--- src/rtl/uspi_pkg.sv ---
package uspi_pkg;

    localparam int unsigned REG_W = 8;

    typedef enum logic [2:0] {
        A_DATA = 3'd0,
        A_STAT = 3'd1,
        A_CTRL = 3'd2,
        A_FMT  = 3'd3,
        A_BAUD = 3'd4
    } addr_e;

    typedef enum logic [1:0] {
        M_ASYNC = 2'b00,
        M_SYNC  = 2'b01,
        M_RSVD  = 2'b10,
        M_SPI   = 2'b11
    } mode_e;

    // bit 4 polarity, bit 3 phase, bit 2 lsb first, bits 1:0 mode
    typedef struct packed {
        logic  cpol;
        logic  cpha;
        logic  lsb_first;
        mode_e mode;
    } fmt_t;

endpackage

--- src/rtl/uspi_baud.sv ---
module uspi_baud #(
    parameter int unsigned DIV_W = 8
) (
    input  logic             clk,
    input  logic             rst_n,
    input  logic             run,
    input  logic [DIV_W-1:0] limit,
    output logic             tick
);

    typedef struct packed {
        logic [DIV_W-1:0] cnt;
    } st_t;

    st_t s_q, s_d;

    always_comb begin
        s_d  = s_q;
        tick = 1'b0;
        if (!run) begin
            s_d.cnt = '0;
        end else if (s_q.cnt >= limit) begin
            tick    = 1'b1;
            s_d.cnt = '0;
        end else begin
            s_d.cnt = s_q.cnt + 1'b1;
        end
    end

    always_ff @(posedge clk or negedge rst_n) begin
        if (!rst_n) s_q <= '0;
        else        s_q <= s_d;
    end

endmodule

--- src/rtl/uspi_shift.sv ---
module uspi_shift #(
    parameter int unsigned DATA_W = 8
) (
    input  logic              clk,
    input  logic              rst_n,
    input  logic              halt,
    input  logic              start,
    input  logic [DATA_W-1:0] din,
    input  logic              tick,
    input  logic              cpol,
    input  logic              cpha,
    input  logic              lsb_first,
    input  logic              miso,
    output logic              active,
    output logic              last_edge,
    output logic              sck,
    output logic              mosi,
    output logic [DATA_W-1:0] rx_word
);

    localparam int unsigned EDGES = 2 * DATA_W;
    localparam int unsigned HC_W  = $clog2(EDGES);

    typedef struct packed {
        logic              active;
        logic [HC_W-1:0]   hcnt;
        logic              sck;
        logic              mosi;
        logic [DATA_W-1:0] tx_sr;
        logic [DATA_W-1:0] rx_sr;
    } st_t;

    st_t  s_q, s_d;
    logic edge_ev;
    logic lead;
    logic sample_ev;

    function automatic logic head_bit(input logic [DATA_W-1:0] v, input logic lsb);
        return lsb ? v[0] : v[DATA_W-1];
    endfunction

    function automatic logic [DATA_W-1:0] drop_bit(input logic [DATA_W-1:0] v, input logic lsb);
        return lsb ? {1'b0, v[DATA_W-1:1]} : {v[DATA_W-2:0], 1'b0};
    endfunction

    always_comb begin
        s_d       = s_q;
        edge_ev   = s_q.active && tick;
        lead      = ~s_q.hcnt[0];
        sample_ev = edge_ev && (lead ^ cpha);
        last_edge = edge_ev && (s_q.hcnt == HC_W'(EDGES - 1));

        if (edge_ev) begin
            s_d.sck  = ~s_q.sck;
            s_d.hcnt = s_q.hcnt + 1'b1;
            if (lead ^ cpha) begin
                s_d.rx_sr = lsb_first ? {miso, s_q.rx_sr[DATA_W-1:1]}
                                      : {s_q.rx_sr[DATA_W-2:0], miso};
            end else if (cpha || !last_edge) begin
                s_d.mosi  = head_bit(s_q.tx_sr, lsb_first);
                s_d.tx_sr = drop_bit(s_q.tx_sr, lsb_first);
            end
        end

        if (last_edge) begin
            s_d.active = 1'b0;
            s_d.hcnt   = '0;
            s_d.sck    = cpol;
        end

        if (!s_q.active) begin
            s_d.sck = cpol;
        end

        if (start) begin
            s_d.active = 1'b1;
            s_d.hcnt   = '0;
            s_d.sck    = cpol;
            s_d.tx_sr  = din;
            if (!cpha) begin
                s_d.mosi  = head_bit(din, lsb_first);
                s_d.tx_sr = drop_bit(din, lsb_first);
            end
        end

        if (halt) begin
            s_d.active = 1'b0;
            s_d.hcnt   = '0;
            s_d.sck    = cpol;
        end

        rx_word = s_d.rx_sr;
    end

    always_ff @(posedge clk or negedge rst_n) begin
        if (!rst_n) begin
            s_q      <= '0;
            s_q.mosi <= 1'b1;
        end else begin
            s_q <= s_d;
        end
    end

    assign active = s_q.active;
    assign sck    = s_q.sck;
    assign mosi   = s_q.mosi;

    AST_IDLE_LEVEL: assert property (@(posedge clk) disable iff (!rst_n)
        !s_q.active && !$past(s_q.active) && $stable(cpol) |-> s_q.sck == cpol)
        else $error("idle clock level differs from polarity");

    AST_MOSI_HOLD_AT_SAMPLE: assert property (@(posedge clk) disable iff (!rst_n)
        sample_ev |=> $stable(s_q.mosi))
        else $error("transmit line moved right after a sampling edge");

    AST_START_ONLY_AT_BOUNDARY: assert property (@(posedge clk) disable iff (!rst_n)
        start |-> !s_q.active || last_edge)
        else $error("start in the middle of a byte");

endmodule

--- src/rtl/uspi_top.sv ---
module uspi_top
    import uspi_pkg::*;
#(
    parameter int unsigned DIV_W = 8
) (
    input  logic             clk,
    input  logic             rst_n,
    input  logic             bus_wr,
    input  logic             bus_rd,
    input  logic [2:0]       bus_addr,
    input  logic [REG_W-1:0] bus_wdata,
    output logic [REG_W-1:0] bus_rdata,
    output logic             xclk,
    output logic             txd,
    output logic             txd_oe,
    input  logic             rxd
);

    typedef struct packed {
        logic             rx_en;
        logic             tx_req;
        logic             tx_drv;
        logic             buf_full;
        logic             rx_done;
        fmt_t             fmt;
        logic [DIV_W-1:0] baud;
        logic [REG_W-1:0] txbuf;
        logic [REG_W-1:0] rxbuf;
    } st_t;

    st_t              s_q, s_d;
    logic             spi_on;
    logic             start;
    logic             act_next;
    logic             tick;
    logic             sh_active;
    logic             sh_last;
    logic             sh_sck;
    logic             sh_mosi;
    logic [REG_W-1:0] sh_rx;
    logic [REG_W-1:0] baud_rd;

    always_comb begin
        s_d    = s_q;
        spi_on = (s_q.fmt.mode == M_SPI);

        if (bus_wr && bus_addr == A_CTRL) begin
            s_d.rx_en  = bus_wdata[0];
            s_d.tx_req = bus_wdata[1];
        end
        if (bus_wr && bus_addr == A_FMT)  s_d.fmt  = fmt_t'(bus_wdata[4:0]);
        if (bus_wr && bus_addr == A_BAUD) s_d.baud = bus_wdata[DIV_W-1:0];

        // transmit buffer hand-off to the shift engine
        start = s_q.tx_drv && spi_on && s_q.buf_full && (!sh_active || sh_last);
        if (start) s_d.buf_full = 1'b0;

        if (bus_wr && bus_addr == A_DATA && s_q.tx_req && spi_on
            && (!s_q.buf_full || start)) begin
            s_d.txbuf    = bus_wdata;
            s_d.buf_full = 1'b1;
        end

        // effective transmitter enable: held until everything queued has left
        act_next   = (sh_active && !sh_last) || start;
        s_d.tx_drv = spi_on && (s_q.tx_req || act_next || s_d.buf_full);

        // receive side
        if (sh_last && s_q.rx_en) begin
            s_d.rxbuf   = sh_rx;
            s_d.rx_done = 1'b1;
        end else if (bus_rd && bus_addr == A_DATA) begin
            s_d.rx_done = 1'b0;
        end
        if (bus_wr && bus_addr == A_CTRL && !bus_wdata[0]) begin
            s_d.rxbuf   = '0;
            s_d.rx_done = 1'b0;
        end
    end

    always_comb begin
        baud_rd              = '0;
        baud_rd[DIV_W-1:0]   = s_q.baud;
        unique case (bus_addr)
            A_DATA:  bus_rdata = s_q.rxbuf;
            A_STAT:  bus_rdata = {{(REG_W-2){1'b0}}, s_q.rx_done, !s_q.buf_full};
            A_CTRL:  bus_rdata = {{(REG_W-2){1'b0}}, s_q.tx_req, s_q.rx_en};
            A_FMT:   bus_rdata = {{(REG_W-5){1'b0}}, s_q.fmt};
            A_BAUD:  bus_rdata = baud_rd;
            default: bus_rdata = '0;
        endcase
    end

    always_ff @(posedge clk or negedge rst_n) begin
        if (!rst_n) s_q <= '0;
        else        s_q <= s_d;
    end

    uspi_baud #(.DIV_W(DIV_W)) u_baud (
        .clk   (clk),
        .rst_n (rst_n),
        .run   (sh_active),
        .limit (s_q.baud),
        .tick  (tick)
    );

    uspi_shift #(.DATA_W(REG_W)) u_shift (
        .clk       (clk),
        .rst_n     (rst_n),
        .halt      (!spi_on),
        .start     (start),
        .din       (s_q.txbuf),
        .tick      (tick),
        .cpol      (s_q.fmt.cpol),
        .cpha      (s_q.fmt.cpha),
        .lsb_first (s_q.fmt.lsb_first),
        .miso      (rxd),
        .active    (sh_active),
        .last_edge (sh_last),
        .sck       (sh_sck),
        .mosi      (sh_mosi),
        .rx_word   (sh_rx)
    );

    assign xclk   = sh_sck;
    assign txd    = sh_mosi;
    assign txd_oe = s_q.tx_drv;

    AST_MODE_GATES_ENGINE: assert property (@(posedge clk) disable iff (!rst_n)
        !spi_on |=> !sh_active)
        else $error("engine ran outside master SPI mode");

    AST_XFER_NEEDS_TX: assert property (@(posedge clk) disable iff (!rst_n)
        sh_active |-> s_q.tx_drv)
        else $error("transfer without an enabled transmitter");

    AST_DRAIN_BEFORE_RELEASE: assert property (@(posedge clk) disable iff (!rst_n)
        $fell(s_q.tx_drv) && $stable(s_q.fmt) |-> !sh_active && !s_q.buf_full)
        else $error("transmit line released with data pending");

    AST_RX_FLUSHED: assert property (@(posedge clk) disable iff (!rst_n)
        !s_q.rx_en |-> !s_q.rx_done && s_q.rxbuf == '0)
        else $error("disabled receiver holds data");

endmodule

--- config.mk ---
export PLATFORM = sky130hd
export DESIGN_NAME = uspi_top
export DESIGN_NICKNAME = d
export VERILOG_FILES = /design/src/rtl/uspi_pkg.sv /design/src/rtl/uspi_baud.sv /design/src/rtl/uspi_shift.sv /design/src/rtl/uspi_top.sv
export SDC_FILE = /design/constraint.sdc
export NUM_CORES = 1
export LEC_CHECK = 0
export ABC_AREA = 1
export CAP_MARGIN = 20
export CORE_UTILIZATION = 51
export CTS_CLUSTER_SIZE = 14
export DETAILED_ROUTE_END_ITERATION = 12
export PLACE_DENSITY = 0.85
export SLEW_MARGIN = 0
export SYNTH_ARGS = -nofsm -noshare
export SYNTH_HDL_FRONTEND = slang
export SYNTH_SLANG_ARGS = --single-unit
--- constraint.sdc ---
create_clock -name clk -period 1.75 [get_ports clk]
set_clock_uncertainty 0.1 [all_clocks]
set_input_delay 0.35 -clock clk [delete_from_list [all_inputs] [get_ports clk]]
set_output_delay 0.35 -clock clk [all_outputs]
set_load 0.03 [all_outputs]
### Yosys cells after proc, flatten, opt, wreduce, memory -nomap -nowiden

Index checks and enable logic that the tools add are counted.

* register bits after elaboration: 65
* bits of input ports: 16
* output and inout port bits: 11
* logic and storage cells: 94

* $add $sub $neg: 2
* magnitude comparators: 1
* equal/unequal tests: 10
* multiplexer cells: 26
* bitwise gates (word level): 3
* reduce and logical (&&, ||, !) cells: 33

Operators with widths (number)
* 2-to-1 mux 8 bit: 8
* case mux 8 bit (5 select lines): 1
* 2-to-1 mux 9 bit: 3
* 2-to-1 mux 22 bit: 1
* logical AND 1 bit: 17
* 2-to-1 mux 15 bit: 1
* 2-to-1 mux 6 bit: 2
* 2-to-1 mux 1 bit: 10
* adder 8 x 1 -> 8 bit (second input constant): 1
* >= comparator 8 bit: 1
* == test 3 x 2 -> 1 bit (second input constant): 2
* logical OR 1 bit: 6
* nonzero test 2 bit: 3
* != test 5 bit (second input constant): 1
* adder 4 x 1 -> 4 bit (second input constant): 1
* == test 4 bit (second input constant): 1
* zero test 1 bit: 4
* != test 4 x 1 -> 1 bit (second input constant): 1
* == test 3 x 1 -> 1 bit (second input constant): 1
* == test 3 bit (second input constant): 1
* zero test 3 bit: 1
* != test 3 x 1 -> 1 bit (second input constant): 1
* AND reduction 3 bit: 1
* nonzero test 3 bit: 1
* other kinds (4): 5

### Depth between registers and ports, before layout

* depth after elaboration: 14
* depth in mapped cells: 16
* mapped depth without buffers: 16

### Modules after synthesis

Synthesis repeated with hierarchy kept, for this count alone.

* cells, all modules: 500
* area total of the unflattened synthesis: 3921.3 sq um

By module, submodules not included
* uspi_top: instances 1, cells each 198, area an instance 1716.6 sq um
* uspi_shift: instances 1, cells each 217, area an instance 1570.3 sq um
* uspi_baud: instances 1, cells each 85, area an instance 634.4 sq um

### Worst setup path before layout

No wires, ideal clock.

* kind: register to register
* from: register u_baud.s_q[3] (netlist bit)
* to: register u_shift.s_q[11] (netlist bit)
* arrival time: 1.650 ns
* data required time: 1.525 ns
* path slack: -0.124 ns
* stages on the path, launching flop included: 14
* clock period less this slack: 1.874 ns
* cells stage by stage: dfrtp_1 -> ha_1 -> nand2_1 -> nor2_1 -> nor2_1 -> nand2_1 -> nand2_2 -> nand2_4 -> nand3_1 -> nand2_2 -> nand2_4 -> buf_4 -> nand3_1 -> nand3_1

* word-level cells in the longest chain between the ends: 9
* elaborated cells on any way between the ends: 14
* those cells by class: order compare (1); eq/ne (1); mux (3); reduce/logical (9)

Ends and longest elaborated chain
* start: declaration: RTL line uspi_baud.sv:15 `st_t s_q, s_d;`
* start signal: assignment: RTL line uspi_baud.sv:31 `if (!rst_n) s_q <= '0;`
* start signal: assignment: RTL line uspi_baud.sv:32 `else s_q <= s_d;`
* >= comparator 8 bit (*): RTL line uspi_baud.sv:22 `end else if (s_q.cnt >= limit) begin`
* 2-to-1 mux 1 bit (*): RTL line uspi_baud.sv:22
* 2-to-1 mux 1 bit (*): RTL line uspi_baud.sv:20 `if (!run) begin`
* logical AND 1 bit (*): RTL line uspi_shift.sv:48 `edge_ev = s_q.active && tick;`
* logical AND 1 bit: RTL line uspi_shift.sv:51 `last_edge = edge_ev && (s_q.hcnt == HC_W'(EDGES - 1));`
* logical OR 1 bit / zero test 1 bit (equally long branches): RTL line uspi_top.sv:55, uspi_shift.sv:59
* logical AND 1 bit / logical OR 1 bit (equally long branches): RTL line uspi_top.sv:55, uspi_shift.sv:59
* != test 2 bit (no source line) / nonzero test 2 bit (equally long branches)
* AND reduction 3 bit (no source line)
* end: declaration: RTL line uspi_shift.sv:33 `st_t s_q, s_d;`

Every way passes the cells marked *; elsewhere a longest branch is shown, timed or not.
A chain may end at the register's enable or synchronous reset.

### Worst setup path after layout

* from: register u_baud.s_q[0] (netlist bit)
* to: register s_q[15] (netlist bit)

* word-level cells in the longest chain between the ends: 9

Ends and longest elaborated chain
* >= comparator 8 bit: RTL line uspi_baud.sv:22
* 2-to-1 mux 1 bit: RTL line uspi_baud.sv:22
* 2-to-1 mux 1 bit: RTL line uspi_baud.sv:20
* logical AND 1 bit: RTL line uspi_shift.sv:48
* logical AND 1 bit: RTL line uspi_shift.sv:51
* logical OR 1 bit: RTL line uspi_top.sv:55 `start = s_q.tx_drv && spi_on && s_q.buf_full && (!sh_active || sh_last);`
* logical AND 1 bit: RTL line uspi_top.sv:55
* logical OR 1 bit: RTL line uspi_top.sv:59 `&& (!s_q.buf_full || start)) begin`
* logical AND 1 bit: RTL line uspi_top.sv:59
* end signal: assignment: RTL line uspi_top.sv:95 `if (!rst_n) s_q <= '0;`
* end signal: assignment: RTL line uspi_top.sv:96 `else s_q <= s_d;`
* end: declaration: RTL line uspi_top.sv:31 `st_t s_q, s_d;`

No other way between the ends.

==> impl.org <==
** Flow run
- Max cap viols :: 0

** Floorplan
- The die covers roughly 7600 sq um.
- Number of top-level pins :: 27
- The die is 87.0 microns tall.
- Number of rows in the core area :: 30
- The total area inside the core boundary comes to 6870 sq um.
- The die is ~87 microns wide.
- Initial core utilization :: between 50 and 60%

** Run status
- The checks that failed: setup timing.
- The flow ran to the end, but the final reports show violations.

** STA
- Period minus WS final :: 2190 ps
- At the pin with the least slew margin, the transition time is 515 ps.
- Setup Total Neg Slack :: -13,230 ps
- Final number of hold-violating endpoints :: 0
- Period utilisation layout :: 125%
- Setup violations remaining at the end of the flow were counted as 52.
- Once routing completed, OpenROAD measured the worst setup slack at -439 ps.
- Setup repair after global routing missed its margin :: yes
- Timing-limited maximum frequency :: 457 MHz
- Final Max Slew Viols :: 0
- Slew margin rel. :: 65.7%

** Placed design
- Cell count after placement :: 617
- Prior to clock tree synthesis, the placed netlist has a worst setup slack of -587 ps.
- At the end of routability-driven placement, the weighted congestion stood at 0.887.
- Final HPWL from detailed placement :: 6.94 mm
- Port Buffer Count :: 26

** Synth
- Share of flip-flops with an asynchronous set or reset :: 100%
- Primary FF master, synth :: sky130_fd_sc_hd__dfrtp_1
- The netlist uses 44 different library cells.
- Number of enable-type register cells in the synthesized netlist :: 0
- Dominant cells by area after synthesis :: sky130_fd_sc_hd__dfrtp_1 (43%), sky130_fd_sc_hd__nand2_1 (10%), sky130_fd_sc_hd__inv_1 (5.9%)
- Post-synth net total :: 483
- For this run, the register share of the synthesized area comes to 44.2%.
- Synthesis inferred 65 register bits.
- Total number of yosys warnings :: 0
- Largest area contributor in the netlist :: sky130_fd_sc_hd__dfrtp_1
- The cell count after synthesis came out at 457.
- Summing every instance area after synthesis gives 3690 sq um.
- Mean instance size in the synthesized netlist :: 8.07 sq um
- The top cell type by area accounts for 43.4% of the synthesized area.

** Clock tree
- TritonCTS clock tree :: built
- In this run the deepest clock path goes through 2 buffers.
- Clock network latency to the later pin of the worst-skew pair :: 360 ps
- Buffers inserted during clock tree synthesis total 9.
- Sinks on Clock Net :: 65
- Root Buffer Master :: sky130_fd_sc_hd__clkbuf_8
- Deepest level of the CTS H-tree :: 3
- Clock-pin slew was measured on the worst setup and hold paths at around 80 ps.

** Global route
- The first global-routing pass estimated 18.5 mm of wire.
- The via count of the first global-routing pass was 3,846.
- Maximum number of pins on one net before global-route repair :: 21
- Initial antenna violation count :: 0
- After global routing the overflow that remains totals 0.
- For this run, the total global-route usage over all layers was measured as between 30% and 40%.

** Layout
- The repair_antennas step left the layout with diodes totalling 0.
- For this run, the number of standard cells in the final layout without fillers is 654.
- Compared with the post-synthesis result, the final layout area differs by 45.7%.
- Ratio of cells with drive above 1 in the final layout :: 39.1%
- The net count of the finished layout is around 580.
- For this run, the share of the core covered by cells in the final layout is approximately four fifths.

** Route
- Wires add up to 12.8 mm.
- For this block, the initial DRC count from the detailed router was 452.
- DRC errors left :: 0
- For this run, the detailed router's first-pass iteration total came to 5.
- Routed signal wires occupy layers up through met4.
- After detailed routing, the average wire length per cell comes to 19.6 microns.
- Met2 routed wirelength :: between 6 and 7 mm
- Vias per Instance :: about 6.0
- Count of antenna-violating nets left after detailed routing :: 0
- Across all layers, the routed design uses 3,951 vias.
- Wire length on met3 :: about 1.1 mm
- For this block, wires on met1 add up to 4.47 mm.

** Setup path
- The setup check on the worst reg-to-reg path leaves a slack of -440 ps.
- Data arrives at the worst endpoint at 2330 ps.
- Startpoint types :: flop
- Critical path data required time :: around 1900 ps
- For this run, the slowest stage of the critical path takes 370 ps.
- Crit Reg-Reg Startpoint :: u_baud.s_q[0]
- Worst r2r path cells :: 15
- Maximum fanout count along the critical path :: 8
- Buffers & Inverters on Critical Path :: 1
- Among cell families on the critical path, the largest total delay comes from simple AND/OR/NAND/NOR gates.
- For this design, the slowest cell found on the critical path is sky130_fd_sc_hd__dfrtp_1.
- The worst setup path is of the flop to flop kind.
- The signal on the critical path passes through inv_1 > ha_4 > nand2_2 > nor2_2 > nor2_1 > nand2_1 > nand2_2 > nand2_4 > nand3_4 > nand2_4 > nand2_8 > nand2_8 > nand2_8 > nand2_1 > nand2_1.
- In this run the critical register-to-register path is captured at s_q[15].
- Type of element capturing the critical path :: flop

** Power
- Leak pwr :: approximately 0.0026 uW
- Power per cell area :: 760 nW/um^2
- Worst ir drop on vdd :: 0.658 mV

** Min path
- Worst hold path class :: input pin to asynchronous set/reset pin
-- layer usage --
layer | GRT usage, % | up-vias
met5 | 0 | -
met4 | 17.7 | 0
met3 | 7.20 | 105
met2 | 58.0 | 274
met1 | 36.4 | 1877
li1 | - | 1695
-- stage by stage --
stage / power, uW / instance area [sq um] / hold WS, ps
6_report: 4080 / 5370 / 378
2_1_floorplan: 2240 / 3720 / -45.6
3_3_place_gp: 2560 / 4390 / 234
5_1_grt: 4220 / 5370 / 417
3_5_place_dp: 2600 / 4390 / 243
4_1_cts: 3880 / 5080 / 388
-- worst max-delay path by stage --
stage / slack (ps) / end / cells past startpoint / startpoint
finish: -440 / s_q[15] / 15 / u_baud.s_q[0]
global route: -500 / s_q[15] / 15 / u_baud.s_q[0]
CTS: -260 / u_shift.sck / 13 / u_baud.s_q[3]
detailed placement: -590 / bus_rdata[0] / 8 / bus_addr[1]
global placement: -510 / bus_rdata[0] / 8 / bus_addr[1]
floorplan: -120 / s_q[7] / 14 / u_baud.s_q[3]
-- flip-flops by register name, indices dropped and copies added (netlist names) --
| name | flops |
|---|---|
| u_shift.active | 1 |
| u_shift.s_q | 20 |
| u_shift.sck | 1 |
| u_shift.mosi | 1 |
| txd_oe | 1 |
| baud_rd | 8 |
| u_baud.s_q | 8 |
| s_q | 25 |
-- cell families after synthesis --
kind of cell	count (synthesis)	share of synthesized area, %
adders and majority gates	10	3.39
buffers and inverters	75	8.55
AOI/OAI and AO/OA	83	14.0
and+or+nand+nor	219	28.8
DFF	65	44.2
xor gates and xnor gates	5	1.19
-- cell usage in the layout, fill, tap and decap left out, types with 5 or more instances in the layout --
cell type and n:
sky130_fd_sc_hd__a21oi_1 10, sky130_fd_sc_hd__o21ai_4 5, sky130_fd_sc_hd__buf_4 54, sky130_fd_sc_hd__nand4_1 10, sky130_fd_sc_hd__buf_6 18, sky130_fd_sc_hd__o21ai_2 13
sky130_fd_sc_hd__clkbuf_8 9, sky130_fd_sc_hd__inv_2 7, sky130_fd_sc_hd__nand2_1 85, sky130_fd_sc_hd__inv_1 50, sky130_fd_sc_hd__o21ai_0 36, sky130_fd_sc_hd__nand3_2 8
sky130_fd_sc_hd__nor2_1 20, sky130_fd_sc_hd__nand2_2 24, sky130_fd_sc_hd__dfrtp_1 62, sky130_fd_sc_hd__nand2_8 5, sky130_fd_sc_hd__nor2_4 7, sky130_fd_sc_hd__buf_12 5
sky130_fd_sc_hd__clkdlybuf4s50_1 11, sky130_fd_sc_hd__ha_4 6, sky130_fd_sc_hd__nand3_1 31, sky130_fd_sc_hd__nand2_4 12
-- power by group --
group	total (uW)	switching [uW]	internal (uW)
Combinational	1110	672	441
Clock	1170	657	510
Sequential	1800	162	1640
-- cells in the mapped netlist (2+ instances only) --
library cell,count
sky130_fd_sc_hd__nand2_1,100
sky130_fd_sc_hd__dfrtp_1,64
sky130_fd_sc_hd__inv_1,58
sky130_fd_sc_hd__nand3_1,41
sky130_fd_sc_hd__o21ai_0,39
sky130_fd_sc_hd__nor2_1,29
sky130_fd_sc_hd__nand2_2,20
sky130_fd_sc_hd__o21ai_2,14
sky130_fd_sc_hd__a21oi_1,13
sky130_fd_sc_hd__ha_1,10
sky130_fd_sc_hd__nand4_1,10
sky130_fd_sc_hd__clkbuf_1,5
sky130_fd_sc_hd__nand2_4,5
sky130_fd_sc_hd__nor3_1,4
sky130_fd_sc_hd__xor2_1,4
sky130_fd_sc_hd__buf_2,3
sky130_fd_sc_hd__o221ai_1,3
sky130_fd_sc_hd__o22ai_1,3
sky130_fd_sc_hd__a221oi_1,2
sky130_fd_sc_hd__buf_1,2
sky130_fd_sc_hd__inv_2,2
sky130_fd_sc_hd__nor2_8,2
sky130_fd_sc_hd__o2111ai_1,2
sky130_fd_sc_hd__or2_2,2
-- worst register-to-register path: stages (launching register included) --
cell and delay [ps]:
sky130_fd_sc_hd__dfrtp_1 370, sky130_fd_sc_hd__inv_1 90, sky130_fd_sc_hd__ha_4 270, sky130_fd_sc_hd__nand2_2 50, sky130_fd_sc_hd__nor2_2 100, sky130_fd_sc_hd__nor2_1 50
sky130_fd_sc_hd__nand2_1 70, sky130_fd_sc_hd__nand2_2 60, sky130_fd_sc_hd__nand2_4 140, sky130_fd_sc_hd__nand3_4 110, sky130_fd_sc_hd__nand2_4 140, sky130_fd_sc_hd__nand2_8 120
sky130_fd_sc_hd__nand2_8 150, sky130_fd_sc_hd__nand2_8 90, sky130_fd_sc_hd__nand2_1 100, sky130_fd_sc_hd__nand2_1 80
-- final cells by class --
class	count	area [sq um]
clock buffers	9	124
clock inverters	7	47.5
fillers	391	1500
inverters	62	248
multi-input cells	318	2250
flip-flops and latches	65	1630
well taps	96	120
repair buffers	97	946
-- what timing repair did --
item | 4_1_cts | 5_1_grt
pin swaps | 11 | 23
hold buffers | 1 | 0
setup buffers | 8 | 10
gates resized for setup | 97 | 50
cloned | 2 | 1
hold endpoints to repair | 17 | 0
endpoints found under the setup margin | 60 | 59
Power figures use the tool's default switching activity.
